--- src/rtl/nib_alu_pkg.sv ---
package nib_alu_pkg;

  typedef enum logic [2:0] {
    OP_ADC  = 3'd0,
    OP_SBC  = 3'd1,
    OP_CMP  = 3'd2,
    OP_ADDW = 3'd3,
    OP_SUBW = 3'd4,
    OP_CMPW = 3'd5
  } alu_op_e;

  typedef struct packed {
    logic n;
    logic z;
    logic c;
    logic h;
    logic v;
  } alu_flags_t;

endpackage

--- src/rtl/nib_adder.sv ---
// Adder split at the top nibble: exposes carry into bit W-4 and into the MSB.
module nib_adder #(
  parameter int W = 8
) (
  input  logic [W-1:0] a_i,
  input  logic [W-1:0] b_i,
  input  logic         cin_i,
  output logic [W-1:0] sum_o,
  output logic         cout_o,
  output logic         nib_c_o,
  output logic         ovf_o
);
  localparam int LO = W - 4;

  logic [LO:0] lo_s;
  logic [3:0]  mid_s;
  logic [1:0]  top_s;

  always_comb begin
    lo_s  = {1'b0, a_i[LO-1:0]} + {1'b0, b_i[LO-1:0]} + {{LO{1'b0}}, cin_i};
    mid_s = {1'b0, a_i[W-2:LO]} + {1'b0, b_i[W-2:LO]} + {3'b000, lo_s[LO]};
    top_s = {1'b0, a_i[W-1]} + {1'b0, b_i[W-1]} + {1'b0, mid_s[3]};
  end

  assign sum_o   = {top_s[0], mid_s[2:0], lo_s[LO-1:0]};
  assign cout_o  = top_s[1];
  assign nib_c_o = lo_s[LO];
  assign ovf_o   = top_s[1] ^ mid_s[3];
endmodule

--- src/rtl/nib_byte_unit.sv ---
// One adder for add, subtract and compare; XOR stage on operand B.
module nib_byte_unit
  import nib_alu_pkg::*;
#(
  parameter int BYTE_W = 8
) (
  input  alu_op_e           op_i,
  input  logic [BYTE_W-1:0] a_i,
  input  logic [BYTE_W-1:0] b_i,
  input  logic              c_i,
  output logic [BYTE_W-1:0] res_o,
  output logic              c_o,
  output logic              h_o,
  output logic              v_o
);
  logic              inv_b;
  logic              cin;
  logic [BYTE_W-1:0] b_x;

  always_comb begin
    inv_b = (op_i == OP_SBC) || (op_i == OP_CMP);
    cin   = (op_i == OP_CMP) ? 1'b1 : c_i;
    b_x   = b_i ^ {BYTE_W{inv_b}};
  end

  nib_adder #(.W(BYTE_W)) u_add (
    .a_i    (a_i),
    .b_i    (b_x),
    .cin_i  (cin),
    .sum_o  (res_o),
    .cout_o (c_o),
    .nib_c_o(h_o),
    .ovf_o  (v_o)
  );
endmodule

--- src/rtl/nib_word_unit.sv ---
// Pair-width path: subtract negates the operand, compare uses invert plus one.
module nib_word_unit
  import nib_alu_pkg::*;
#(
  parameter int WORD_W = 16
) (
  input  alu_op_e           op_i,
  input  logic [WORD_W-1:0] a_i,
  input  logic [WORD_W-1:0] b_i,
  output logic [WORD_W-1:0] res_o,
  output logic              c_o,
  output logic              h_o,
  output logic              v_o
);
  logic [WORD_W-1:0] opnd;
  logic              cin;

  always_comb begin
    unique case (op_i)
      OP_SUBW: begin opnd = (~b_i) + {{(WORD_W-1){1'b0}}, 1'b1}; cin = 1'b0; end
      OP_CMPW: begin opnd = ~b_i; cin = 1'b1; end
      default: begin opnd = b_i;  cin = 1'b0; end
    endcase
  end

  nib_adder #(.W(WORD_W)) u_add (
    .a_i    (a_i),
    .b_i    (opnd),
    .cin_i  (cin),
    .sum_o  (res_o),
    .cout_o (c_o),
    .nib_c_o(h_o),
    .ovf_o  (v_o)
  );
endmodule

--- src/rtl/nib_alu.sv ---
module nib_alu
  import nib_alu_pkg::*;
#(
  parameter int BYTE_W  = 8,
  parameter bit REG_OUT = 1'b1
) (
  input  logic                  clk_i,
  input  logic                  rst_ni,
  input  logic [2:0]            op_i,
  input  logic [2*BYTE_W-1:0]   a_i,
  input  logic [2*BYTE_W-1:0]   b_i,
  input  logic                  c_i,
  input  logic                  h_i,
  input  logic                  v_i,
  output logic [2*BYTE_W-1:0]   result_o,
  output logic                  n_o,
  output logic                  z_o,
  output logic                  c_o,
  output logic                  h_o,
  output logic                  v_o
);
  localparam int WORD_W = 2 * BYTE_W;

  alu_op_e           op;
  logic              is_word, is_cmp;
  logic [BYTE_W-1:0] b_res;
  logic              b_c, b_h, b_v;
  logic [WORD_W-1:0] w_res;
  logic              w_c, w_h, w_v;
  logic [WORD_W-1:0] res_c;
  alu_flags_t        f_c;

  // reserved codes fold onto byte add
  always_comb begin
    unique case (op_i)
      3'd1:    op = OP_SBC;
      3'd2:    op = OP_CMP;
      3'd3:    op = OP_ADDW;
      3'd4:    op = OP_SUBW;
      3'd5:    op = OP_CMPW;
      default: op = OP_ADC;
    endcase
  end

  nib_byte_unit #(.BYTE_W(BYTE_W)) u_byte (
    .op_i (op),
    .a_i  (a_i[BYTE_W-1:0]),
    .b_i  (b_i[BYTE_W-1:0]),
    .c_i  (c_i),
    .res_o(b_res),
    .c_o  (b_c),
    .h_o  (b_h),
    .v_o  (b_v)
  );

  nib_word_unit #(.WORD_W(WORD_W)) u_word (
    .op_i (op),
    .a_i  (a_i),
    .b_i  (b_i),
    .res_o(w_res),
    .c_o  (w_c),
    .h_o  (w_h),
    .v_o  (w_v)
  );

  always_comb begin
    is_word = (op == OP_ADDW) || (op == OP_SUBW) || (op == OP_CMPW);
    is_cmp  = (op == OP_CMP)  || (op == OP_CMPW);
    if (is_cmp)       res_c = a_i;
    else if (is_word) res_c = w_res;
    else              res_c = {{BYTE_W{1'b0}}, b_res};
    f_c.n = is_word ? w_res[WORD_W-1] : b_res[BYTE_W-1];
    f_c.z = is_word ? (w_res == '0) : (b_res == '0);
    f_c.c = is_word ? w_c : b_c;
    f_c.h = is_cmp ? h_i : (is_word ? w_h : b_h);
    f_c.v = is_cmp ? v_i : (is_word ? w_v : b_v);
  end

  generate
    if (REG_OUT) begin : g_reg
      logic [WORD_W-1:0] res_q;
      alu_flags_t        f_q;
      always_ff @(posedge clk_i or negedge rst_ni) begin
        if (!rst_ni) begin
          res_q <= '0;
          f_q   <= '0;
        end else begin
          res_q <= res_c;
          f_q   <= f_c;
        end
      end
      assign result_o = res_q;
      assign {n_o, z_o, c_o, h_o, v_o} = f_q;

      a_r11_reg_delay: assert property (@(posedge clk_i) disable iff (!rst_ni)
        1'b1 |=> (result_o == $past(res_c)) &&
                 ({n_o, z_o, c_o, h_o, v_o} == $past(f_c)));
    end else begin : g_comb
      assign result_o = res_c;
      assign {n_o, z_o, c_o, h_o, v_o} = f_c;
    end
  endgenerate

  a_r2_adc_sum: assert property (@(posedge clk_i) disable iff (!rst_ni)
    (op_i == 3'd0) |->
      ({f_c.c, res_c[BYTE_W-1:0]} ==
       ({1'b0, a_i[BYTE_W-1:0]} + {1'b0, b_i[BYTE_W-1:0]} + {{BYTE_W{1'b0}}, c_i})));

  a_r1_byte_upper_zero: assert property (@(posedge clk_i) disable iff (!rst_ni)
    (op_i == 3'd0 || op_i == 3'd1 || op_i >= 3'd6) |-> (res_c[WORD_W-1:BYTE_W] == '0));

  a_r5_cmp_keeps_vh: assert property (@(posedge clk_i) disable iff (!rst_ni)
    (op_i == 3'd2) |-> (f_c.h == h_i) && (f_c.v == v_i) && (res_c == a_i) &&
                       (f_c.c == (a_i[BYTE_W-1:0] >= b_i[BYTE_W-1:0])));

  a_r9_cmpw_carry: assert property (@(posedge clk_i) disable iff (!rst_ni)
    (op_i == 3'd5) |-> (f_c.c == (a_i >= b_i)) && (f_c.z == (a_i == b_i)) &&
                       (f_c.h == h_i) && (f_c.v == v_i));

  a_r7_subw_zero: assert property (@(posedge clk_i) disable iff (!rst_ni)
    (op_i == 3'd4 && b_i == '0) |-> (res_c == a_i) && !f_c.c && !f_c.v);
endmodule

--- config.mk ---
export PLATFORM = sky130hd
export DESIGN_NAME = nib_alu
export DESIGN_NICKNAME = d
export VERILOG_FILES = /design/src/rtl/nib_alu_pkg.sv /design/src/rtl/nib_adder.sv /design/src/rtl/nib_byte_unit.sv /design/src/rtl/nib_word_unit.sv /design/src/rtl/nib_alu.sv
export SDC_FILE = /design/constraint.sdc
export NUM_CORES = 1
export LEC_CHECK = 0
export BUFFER_PORTS_ARGS = -buffer_cell sky130_fd_sc_hd__buf_2
export CAP_MARGIN = 25
export CORE_UTILIZATION = 40
export DETAILED_ROUTE_END_ITERATION = 7
export MAX_ROUTING_LAYER = met4
export PLACE_DENSITY = 0.59
export SYNTH_ARGS = -nofsm -noshare
export SYNTH_HDL_FRONTEND = slang
export SYNTH_HIERARCHICAL = 1
export SYNTH_SLANG_ARGS = --single-unit
--- constraint.sdc ---
create_clock -name clk_i -period 0.8 [get_ports clk_i]
set_clock_uncertainty 0.1 [all_clocks]
set_input_delay 0.24 -clock clk_i [delete_from_list [all_inputs] [get_ports clk_i]]
set_output_delay 0.24 -clock clk_i [all_outputs]
set_load 0.1 [all_outputs]
Word level (Yosys, flattened, before mapping) --
Cells that the tools add are included.
Word-level totals: flip-flop bits (word level) 21, bits of input ports 40, output and inout port bits 21
Operators by class: add/sub/neg operators 13, equal/unequal tests 10, multiplexer cells 13, bitwise operators 4, reductions and logical operators 6
Operators with widths (count):
- $mux W16 | 2
- $pmux W16 S2 | 1
- $add A16 B1 Y16 const B | 1
- $logic_not A16 Y1 | 1
- $not A16 Y16 | 1
- $pmux W3 S5 | 1
- $add A12 B12 Y13 | 1
- $add A13 B1 Y13 | 1
- $eq A3 B2 Y1 const B | 4
- $eq A3 B3 Y1 const B | 4
- $mux W1 | 9
- $add A3 B3 Y4 | 2
- $add A4 B1 Y4 | 2
- $logic_not A8 Y1 | 1
- $xor A8 B8 Y8 | 1
- $eq A3 B1 Y1 const B | 2
- $add A4 B4 Y5 | 1
- $add A5 B1 Y5 | 1
- $add A1 B1 Y2 | 2
- $add A2 B1 Y2 | 2
- $logic_or A1 B1 Y1 | 4
- $xor A1 B1 Y1 | 2

Logic depth before layout (Yosys ltp) --
Gate-level depths: netlist of run 1.
word-level depth 12, depth in mapped cells 27

Hierarchy --
Netlist of run 1, hierarchy kept.
By module, submodules not included:
- nib_alu | times used 1, cells an instance 140, area an instance 1408.9 um^2
- nib_adder at u_word.u_add | times used 1, cells an instance 104, area an instance 822.0 um^2
- nib_word_unit | times used 1, cells an instance 59, area an instance 396.6 um^2
- nib_adder at u_byte.u_add | times used 1, cells an instance 34, area an instance 296.5 um^2
- nib_byte_unit | times used 1, cells an instance 12, area an instance 102.6 um^2

Worst setup path after synthesis of run 1 --
OpenSTA, ideal clock, no wires.
kind in2reg, from input port op_i[1], to register g_reg.f_q (netlist bit z_o), data arrival time 4.409 ns, required time 0.573 ns, slack -3.836 ns, stages 26, buffers on the path 3, path through inv_1 -> ha_1 -> a21oi_2 -> o21ai_4 -> buf_6 -> buf_6 -> inv_1 -> inv_1 -> and4_1 -> buf_6 -> a21oi_1 -> xnor2_1 -> ha_1 -> a21o_1 -> a2111o_1 -> a31o_1 -> a31oi_1 -> fa_1 -> inv_1 -> a21o_1 -> a21oi_1 -> fa_1 -> inv_1 -> nor4_1 -> nand4_1 -> mux2i_1
RTL lines:
- start: declaration | line nib_alu.sv:9 | input logic [2:0] op_i,
- end signal: assignment | line nib_alu.sv:86 | f_q <= '0;
- end signal: assignment | line nib_alu.sv:89 | f_q <= f_c;
- end: declaration | line nib_alu.sv:82 | alu_flags_t f_q;

Worst setup path after layout of run 1 --
from input port op_i[1], to register g_reg.res_q[7] (netlist: result_o[7])
Between the ends: longest elaborated chain between the ends 11, elaborated cells on any way between the ends 29, classes of those cells add/sub (8); eq/ne (10); mux (6); bitwise (1); reduce/logical (4)
Ends and longest elaborated chain:
- $eq A3 B3 Y1 (tied with other cells) | line nib_alu.sv:35 | unique case (op_i)
- $pmux W3 S5 * | line nib_alu.sv:35
- via op[0] | line nib_alu.sv:24 | alu_op_e op;
- $eq A3 B1 Y1 or $eq A3 B2 Y1 (tied branches) | line nib_byte_unit.sv:21 | inv_b = (op_i == OP_SBC) || (op_i == OP_CMP);
- $logic_or A1 B1 Y1 * | line nib_byte_unit.sv:21
- $xor A8 B8 Y8 * | line nib_byte_unit.sv:23 | b_x = b_i ^ {BYTE_W{inv_b}};
- via u_byte.b_x[0] | line nib_byte_unit.sv:18 | logic [BYTE_W-1:0] b_x;
- $add A4 B4 Y5 * | line nib_adder.sv:20 | lo_s = {1'b0, a_i[LO-1:0]} + {1'b0, b_i[LO-1:0]} + {{LO{1'b0}}, cin_i};
- $add A5 B1 Y5 * | line nib_adder.sv:20
- $add A4 B1 Y4 * | line nib_adder.sv:21 | mid_s = {1'b0, a_i[W-2:LO]} + {1'b0, b_i[W-2:LO]} + {3'b000, lo_s[LO]};
- $add A2 B1 Y2 * | line nib_adder.sv:22 | top_s = {1'b0, a_i[W-1]} + {1'b0, b_i[W-1]} + {1'b0, mid_s[3]};
- via b_res[7] | line nib_alu.sv:26 | logic [BYTE_W-1:0] b_res;
- $mux W16 * | line nib_alu.sv:70 | else if (is_word) res_c = w_res;
- $mux W16 * | line nib_alu.sv:69 | if (is_cmp) res_c = a_i;
- via res_c[7] | line nib_alu.sv:30 | logic [WORD_W-1:0] res_c;
- end signal: assignment | line nib_alu.sv:88 | res_q <= res_c;
- end: declaration | line nib_alu.sv:81 | logic [WORD_W-1:0] res_q;
The timed path passes the listed nets; every way through them passes the cells marked *.

==> results of run 1 <==
## cells by family after synthesis
family / Yosys count / share of synthesized area, %
flops: 21 / 17.4
compound gates: 99 / 25.3
simple gates: 76 / 14.8
fa+ha+maj: 31 / 15.3
mux: 21 / 7.15
buf+inv: 64 / 9.34
xor+xnor: 37 / 10.7
## cells in the mapped netlist, types with 2 or more instances
library cell / n / share of area, %
nor2_1: 13 / 1.6
o21ai_0: 4 / 0.66
clkbuf_1: 6 / 0.74
nor4_1: 7 / 1.4
a311o_1: 10 / 3.3
a2111oi_0: 2 / 0.58
o21a_1: 2 / 0.50
o22ai_1: 8 / 1.7
mux2i_1: 18 / 6.0
nor3_1: 2 / 0.33
buf_1: 2 / 0.25
and4_1: 2 / 0.58
nor2b_1: 12 / 2.5
xor2_1: 24 / 6.9
a31o_1: 2 / 0.58
buf_6: 5 / 1.9
buf_2: 4 / 0.66
inv_1: 47 / 5.8
nand2_1: 15 / 1.9
o311ai_1: 6 / 1.7
fa_1: 10 / 6.6
mux2_2: 2 / 0.74
a211oi_1: 3 / 0.74
o311ai_0: 9 / 2.6
a21o_2: 2 / 0.58
ha_1: 21 / 8.7
a22o_1: 10 / 2.9
dfrtp_1: 21 / 17
a41oi_1: 2 / 0.58
xnor2_1: 13 / 3.8
nor2_2: 2 / 0.41
a21o_1: 7 / 1.7
a31oi_1: 9 / 1.9
nand3_1: 2 / 0.33
a21oi_1: 13 / 2.1
nand2b_1: 5 / 1.0
## area by class of cell
cell class | count | area, sq um
clock buffers | 3 | 41.3
clock inverters | 1 | 5.00
fillers | 569 | 1960
inverters | 47 | 199
multi-input cells | 264 | 2630
flip-flops and latches | 21 | 604
well taps | 99 | 124
repair buffers | 199 | 1730
## sequential cells by signal, indices dropped and copies added (netlist names)
| register | count |
|---|---|
| z_o | 1 |
| c_o | 1 |
| v_o | 1 |
| n_o | 1 |
| result_o | 16 |
| h_o | 1 |
## what timing repair did
action / CTS / global route
hold endpoints to repair: 21 / 0
setup endpoints to repair: 42 / 42
hold buffers: 1 / 0
buffers inserted: 14 / 16
gates resized for setup: 42 / 50
pin swaps: 36 / 52
## layer usage
layer  wire length, um  GRT usage [%]
met2              4910           43.6
met3               307           1.20
met1              4240           29.8
met5                 0              -
met4               123           6.64
## power by group
group | total [W] | leakage (nW) | internal, W | switching (W)
logic | 0.00824 | 2.32 | 0.00381 | 0.00443
registers | 0.00165 | 0.234 | 0.00145 | 0.000198
clock network | 0.000665 | 0.0255 | 0.000346 | 0.000319
total | 0.0106 | 2.58 | 0.00561 | 0.00495
## metrics by stage
step | instances | utilization (%) | instance area [sq um] | hold slack (ns) | worst slack, ns
after detailed placement | 605 | 64.0 | 4670 | 0.0820 | -3.74
after floorplan | 349 | - | 3180 | -0.156 | -3.59
final | 634 | 73.1 | 5330 | 0.238 | -3.35
after global placement | 605 | 64.0 | 4670 | 0.0812 | -3.68
after CTS | 624 | 68.7 | 5010 | 0.234 | -3.22
after global routing | 634 | 73.1 | 5330 | 0.248 | -3.51
## worst max-delay path, cell delays in order
cell	delay, ns
buf_8	0.09
inv_8	0.03
ha_4	0.25
a21oi_4	0.04
o21ai_4	0.22
inv_8	0.07
buf_6	0.13
xnor2_4	0.12
nor2_4	0.15
xor2_1	0.20
inv_1	0.08
fa_2	0.35
inv_2	0.09
fa_2	0.22
a21o_1	0.14
a21oi_2	0.08
fa_2	0.34
inv_2	0.09
a31oi_4	0.10
fa_2	0.55
inv_2	0.04
nor2b_4	0.11
a311o_1	0.27
a22o_1	0.19
## path summary, 6_finish.rpt
check                                         end  cells past startpoint     from  slack [ns]
worst max-delay path        result_o[7]$_DFF_PN0_                     24  op_i[1]       -3.35
worst min-delay path       result_o[15]$_DFF_PN0_                      3  a_i[15]        0.24
max in group asynchronous   result_o[7]$_DFF_PN0_                      3   rst_ni        0.10
min in group asynchronous   result_o[6]$_DFF_PN0_                      3   rst_ni        0.36
## cells in the final DEF, fill, tap and decap left out, types with 5 or more instances in the layout
cell type / n
o311ai_0: 8
inv_1: 32
a22o_1: 10
nand2_1: 13
ha_1: 18
a21o_1: 6
buf_6: 10
xnor2_2: 5
a311o_1: 10
o22ai_1: 8
a21oi_2: 6
a31oi_1: 6
mux2i_1: 18
dfrtp_4: 21
buf_12: 22
xnor2_1: 7
fa_2: 8
xor2_1: 21
inv_2: 12
nor2_1: 12
nor2b_1: 11
buf_2: 37
a21oi_1: 6
buf_4: 127
==> run_results.csv, run 1 <==
group,metric,value,unit
logic_synthesis,avgSynthCellArea,8.67,sq um
placed_design,gp_congestion,1.02,
power_and_ir_drop,power,0.0106,W
grt,grt_pass1_vias,3223,
grt,grt_overflow,0,
logic_synthesis,ys_ff_latch,21,
setup_path,critPathKind,"input pin to flop",
logic_synthesis,synth_edf_count,0,
sta,fin_setup_tns,-69.64,ns
drt,drt_iter0_drc,158,
sta,final_max_slew_viol_count,0,
logic_synthesis,synthArstFlopShare,100,%
drt,vias,3317,
final_layout,final_nets,607,
sta,finalSetupViolCount,42,
cts,clock_sink_count,21,
status,outcome,"complete, but fails checks",
drt,finalWirelength,9580,um
sta,max_freq,241,MHz
grt,track_usage,24.3,%
cts,h-tree-depth,1,
die,initial_utilization,41.5,%
cts,cts_buffers,3,
min_path,hold_path.class,"input pin to flop",
sta,finalHoldViolCount,0,
setup_path,start_kind,"input pin",
cts,clockBufferDepth,2,
cts,clk_pin_slew,0.07,ns
die,design.die.area,0.00792,sq mm
drt,post-route-drc-count,0,
logic_synthesis,yosysWarnings,6,
grt,antenna_found_initial,0,
sta,period_minus_slack,4.15,ns
flow_run,cap_violations,0,
power_and_ir_drop,p_per_area,1980,mW/mm^2
setup_path,cp_max_fo,5,
drt,wire_per_inst,15.1,um
setup_path,end_kind,"flop",
logic_synthesis,post_synth_inst_count,349,
power_and_ir_drop,ir_drop,0.876,mV
cts,clockRootBuffer,"clkbuf_8",
cts,cts_tree,"built",
die,fp.dieH,89.0,um
placed_design,place_hpwl,7430,um
sta,tightest_slew,0.495,ns
logic_synthesis,ys_seq_area_share,17.4,%
logic_synthesis,ys_types,63,
final_layout,syn2layout_area_growth,76.1,%
final_layout,drive_gt1_share,58.7,%
placed_design,port_buffers,60,
final_layout,n_antenna_cell,0,
grt,grt_max_degree,43,
die,fp.dieW,89.0,um
logic_synthesis,syn-cell-area,0.00303,sq mm
logic_synthesis,ys.flop_type,"dfrtp_1",
drt,postRouteAntennaNets,0,
sta,period_share,519,%
power_and_ir_drop,leakagePower,2.58,nW
status,failed_checks,"negative setup slack",
drt,viasPerCell,5.23,
die,core,0.00729,sq mm
logic_synthesis,syn-num-nets,420,
grt,grt_first_pass_wirelength,14700,um
die,io_pins,61,
drt,drt_first_pass_iters,4,
setup_path,worstPathRequired,0.84,ns
sta,timing.final.ws_setup,-3.35,ns
sta,relSlewSlack,67.0,%
sta,rsz0062_at_grt,"yes",
die,rows,31,
setup_path,worstPathArrival,4.20,ns
No activity file was read; power rests on OpenSTA's default activity.
==> run 2, diff against run 1 <==
--- a/config.mk
+++ b/config.mk
@@ -9,2 +9,3 @@
 export CAP_MARGIN = 25
+export CORE_MARGIN = 2
 export CORE_UTILIZATION = 40
==> constraint.sdc (replaced) <==
create_clock -name clk_i -period 5.15 [get_ports clk_i]
set_clock_uncertainty 0.1 [all_clocks]
set_input_delay 1.545 -clock clk_i [delete_from_list [all_inputs] [get_ports clk_i]]
set_output_delay 1.545 -clock clk_i [all_outputs]
set_load 0.005 [all_outputs]
==> run_results.csv, run 2 (synthesis results as in run 1) <==
group,metric,value,unit
die,io_pins,61,
setup_path,worstPathRequired,5.18,ns
cts,clockBufferDepth,2,
cts,cts_buffers,3,
power_and_ir_drop,switching_power,0.000407,W
final_layout,seq_area,526,sq um
sta,period_minus_slack,5.36,ns
setup_path,critPathKind,"input pin to flop",
grt,grt_overflow,0,
sta,finalHoldViolCount,0,
min_path,hold_path.class,"input pin to asynchronous set/reset pin",
final_layout,fillerInstances,684,
drt,wl_met1,3900,um
final_layout,final_nets,560,
sta,hold_ws,1.12,ns
die,design.die.area,0.00828,sq mm
cts,cts_tree,"built",
die,initial_utilization,41.5,%
die,core,0.00729,sq mm
placed_design,pre_cts_slack,-0.738,ns
drt,postRouteAntennaNets,0,
setup_path,cp_max_fo,4,
drt,drt_first_pass_iters,4,
power_and_ir_drop,pwr-share-clk,9.7,%
cts,h-tree-depth,1,
setup_path,start_kind,"input pin",
grt,track_usage,20.4,%
status,failed_checks,"negative setup slack",
grt,grt_max_degree,43,
final_layout,final_cell_mix,"90 x buf_4, 58 x buf_2, 36 x inv_1",
sta,timing.final.ws_setup,-0.207,ns
flow_run,cap_violations,0,
drt,drt_iter0_drc,133,
drt,vias,3088,
power_and_ir_drop,seq_power_share,19.8,%
placed_design,gp_congestion,0.864,
power_and_ir_drop,ir_drop,0.0814,mV
sta,finalSetupViolCount,8,
sta,relSlewSlack,60.1,%
drt,top_layer,"met4",
grt,grt_first_pass_wirelength,13600,um
sta,final_max_slew_viol_count,0,
sta,rsz0062_at_grt,"yes",
cts,clockRootBuffer,"clkbuf_8",
sta,max_freq,187,MHz
drt,finalWirelength,8250,um
drt,met2_length,3870,um
drt,dr_wl_met3,351,um
sta,period_share,104,%
power_and_ir_drop,p_per_area,242,mW/mm^2
final_layout,syn2layout_area_growth,43.0,%
final_layout,multi_input_area,0.00241,sq mm
cts,clk_pin_slew,0.07,ns
status,outcome,"complete, but fails checks",
setup_path,worstPathArrival,5.39,ns
final_layout,drive_gt1_share,44.5,%
cts,postCtsHoldBufs,0,
setup_path,end_kind,"flop",
power_and_ir_drop,leakagePower,2.21,nW
power_and_ir_drop,p_int,0.000642,W
drt,post-route-drc-count,0,
power_and_ir_drop,combPwrFrac,70.6,%
die,fp.dieW,91.0,um
grt,grt_pass1_vias,2914,
drt,viasPerCell,5.26,
die,fp.dieH,91.0,um
grt,antenna_found_initial,0,
drt,wire_per_inst,14.1,um
final_layout,n_antenna_cell,0,
placed_design,place_hpwl,6860,um
cts,clock_sink_count,21,
sta,tightest_slew,0.586,ns
power_and_ir_drop,switching_share,38.8,%
die,rows,31,
final_layout,largest_reg_flops,16,
placed_design,port_buffers,60,
final_layout,mostFrequentLayoutCell,"buf_4",
[run 2: cell types whose count changed in the layout (fill, tap and decap cells not counted), sizes merged]
cell	delta
buf	-46
clkbuf	+1
dlygate4sd3	-1
clkinv	-1
[run 2: power groups by stage]
| stage | registers (W) | logic, W | clock network [W] |
|---|---|---|---|
| 3_5_place_dp | 0.000211 | 0.000649 | 0 |
| 5_1_grt | 0.000211 | 0.000809 | 0.000110 |
| 3_3_place_gp | 0.000210 | 0.000635 | 0 |
| 6_report | 0.000207 | 0.000740 | 0.000101 |
| 2_1_floorplan | 0.000219 | 0.000380 | 0 |
| 4_1_cts | 0.000208 | 0.000691 | 0.000103 |
[run 2: cell type report]
cell class                 instances  area share (%)
clock buffer                       4            1.04
inverter                          47            4.60
multi-input combinational        264            55.7
sequential                        21            12.1
tap                               99            2.86
timing repair buffer             152            23.6
[run 2: worst max-delay path: stages]
cell,delay (ns)
buf_8,0.09
inv_8,0.03
ha_4,0.26
a21oi_4,0.04
o21ai_4,0.21
inv_8,0.07
buf_4,0.14
nor4_4,0.19
and3b_2,0.26
a21oi_1,0.08
xor2_1,0.14
ha_1,0.20
a2111o_1,0.37
a31o_1,0.23
a31oi_2,0.16
fa_2,0.22
inv_2,0.04
a21o_1,0.16
a21oi_2,0.18
fa_1,0.45
inv_2,0.11
nor4_4,0.04
nand4_1,0.10
mux2i_1,0.08
[run 2: routing by layer]
layer | global-route usage, % | up-vias
met2 | 33.4 | 72
met4 | 5.93 | 0
li1 | - | 1549
met5 | - | -
met1 | 27.3 | 1457
met3 | 1.58 | 10
[run 2: stage by stage]
stage	cells	setup TNS, ns	instance area, sq um	power (W)	util [%]
5_1_grt	587	-2.35	4330	0.00113	59.4
3_5_place_dp	566	-5.48	3970	0.000860	54.4
3_3_place_gp	566	-4.76	3970	0.000846	54.4
2_1_floorplan	349	-4.19	3090	0.000600	-
4_1_cts	583	-0.454	4190	0.00100	57.4
6_report	587	-0.952	4330	0.00105	59.4
[run 2: what timing repair did]
action / CTS / global route
setup buffers: 13 / 8
pin swaps: 20 / 31
endpoints found under the setup margin: 10 / 11
resized for setup: 21 / 21
[run 2: worst paths after layout]
| path | from | to | cells after the start |
|---|---|---|---|
| max | op_i[1] | z_o$_DFF_PN0_ | 24 |
| min | rst_ni | result_o[2]$_DFF_PN0_ | 1 |
| max in group asynchronous | rst_ni | result_o[11]$_DFF_PN0_ | 1 |
| min in group clk_i | a_i[15] | result_o[15]$_DFF_PN0_ | 3 |
==> run 3, diff against run 2 <==
Settings changed: ABC_CLOCK_PERIOD_IN_PS set to 5150, TNS_END_PERCENT set to 20.
==> run_results.csv, run 3 (synthesis results as in run 1) <==
group,metric,value,unit
status,outcome,"complete, but fails checks",
status,failed_checks,"negative setup slack",
power_and_ir_drop,switching_power,0.000394,W
drt,viasPerCell,5.21,
cts,h-tree-depth,1,
final_layout,syn2layout_area_growth,40.4,%
power_and_ir_drop,power,0.00102,W
min_path,hold_path.class,"input pin to asynchronous set/reset pin",
final_layout,mostFrequentLayoutCell,"buf_4",
final_layout,n_antenna_cell,0,
final_layout,seq_area,526,sq um
drt,drt_first_pass_iters,5,
grt,track_usage,20.3,%
power_and_ir_drop,combPwrFrac,70.0,%
power_and_ir_drop,seq_power_share,20.4,%
drt,postRouteAntennaNets,0,
setup_path,critPathKind,"input pin to flop",
cts,cts_tree,"built",
sta,finalSetupViolCount,6,
setup_path,crit_slowest_cell,"fa_1",
cts,clk_pin_slew,0.07,ns
die,core,0.00729,sq mm
final_layout,fillerInstances,685,
drt,post-route-drc-count,0,
drt,drt_iter0_drc,164,
cts,postCtsHoldBufs,0,
setup_path,cp_max_fo,4,
final_layout,final_nets,553,
cts,cts_buffers,3,
setup_path,crit_buf_inv,7,
placed_design,pre_cts_slack,-0.708,ns
sta,final_max_slew_viol_count,0,
grt,grt_pass1_vias,2937,
final_layout,multi_input_area,0.00239,sq mm
final_layout,largest_reg_flops,16,
setup_path,critPathMaxStageDelay,0.55,ns
drt,finalWirelength,8290,um
sta,period_minus_slack,5.37,ns
sta,tightest_slew,0.620,ns
sta,finalHoldViolCount,0,
die,rows,31,
sta,period_share,104,%
placed_design,port_buffers,60,
die,initial_utilization,41.5,%
sta,rsz0062_at_grt,"yes",
final_layout,final_cell_mix,"83 x buf_4, 58 x buf_2, 36 x inv_1",
cts,clockBufferDepth,2,
sta,hold_ws,1.12,ns
setup_path,worstPathArrival,5.43,ns
sta,timing.final.ws_setup,-0.223,ns
grt,antenna_found_initial,0,
grt,grt_max_degree,43,
drt,wire_per_inst,14.3,um
setup_path,end_kind,"flop",
power_and_ir_drop,p_per_area,240,mW/mm^2
flow_run,cap_violations,0,
sta,relSlewSlack,57.9,%
grt,grt_overflow,0,
setup_path,crit_family,"adder cells",
power_and_ir_drop,p_int,0.000625,W
die,fp.dieH,91.0,um
setup_path,worstPathRequired,5.21,ns
power_and_ir_drop,ir_drop,0.0984,mV
placed_design,place_hpwl,6760,um
die,io_pins,61,
setup_path,start_kind,"input pin",
power_and_ir_drop,switching_share,38.7,%
power_and_ir_drop,pwr-share-clk,9.6,%
final_layout,drive_gt1_share,42.8,%
power_and_ir_drop,leakagePower,2.18,nW
die,fp.dieW,91.0,um
placed_design,gp_congestion,0.847,
cts,clock_sink_count,21,
die,design.die.area,0.00828,sq mm
cts,clockRootBuffer,"clkbuf_8",
drt,vias,3023,
grt,grt_first_pass_wirelength,13700,um
sta,max_freq,186,MHz
==> run 3: area by class of cell <==
cell class | count | area share [%]
Clock buffer | 4 | 1.06
Inverter | 47 | 4.68
Multi-Input combinational cell | 264 | 56.1
Sequential cell | 21 | 12.4
Tap cell | 99 | 2.91
Timing Repair Buffer | 145 | 22.8
==> run 3: routing by layer <==
metal | vias to the layer above | share of wire [%] | GRT usage [%]
met4 | 0 | 0.75 | 3.03
met2 | 96 | 48 | 34.4
met3 | 10 | 4.0 | 0.913
met1 | 1392 | 48 | 27.7
met5 | - | 0 | -
li1 | 1525 | - | -
==> run 3: timing repair <==
action	CTS	global route
pin swaps	15	26
buffers inserted	9	3
hold endpoints to repair	0	0
setup endpoints to repair	10	11
resized for setup	23	13
==> run 3: final timing paths <==
| path | startpoint | endpoint | depth (start not counted) |
|---|---|---|---|
| worst max-delay path | op_i[2] | z_o$_DFF_PN0_ | 25 |
| worst min-delay path | rst_ni | result_o[0]$_DFF_PN0_ | 1 |
| max in group asynchronous | rst_ni | n_o$_DFF_PN0_ | 1 |
| min in group clk_i | a_i[15] | result_o[15]$_DFF_PN0_ | 3 |
==> run 3: stage by stage <==
step | instance area, sq um | std cells | util, % | setup TNS, ns
after floorplan | 3090 | 349 | - | -4.20
after global placement | 3960 | 565 | 54.3 | -4.80
after detailed placement | 3960 | 565 | 54.3 | -5.16
after CTS | 4170 | 578 | 57.1 | -0.551
after global routing | 4250 | 580 | 58.3 | -2.16
final | 4250 | 580 | 58.3 | -0.654
==> run 3: power by group through the flow <==
stage          clock (W)  sequential (W)  combinational, W
2_1_floorplan          0        0.000219          0.000380
3_3_place_gp           0        0.000210          0.000634
3_5_place_dp           0        0.000211          0.000643
4_1_cts         0.000101        0.000208          0.000684
5_1_grt         0.000109        0.000211          0.000782
6_report       0.0000982        0.000208          0.000714
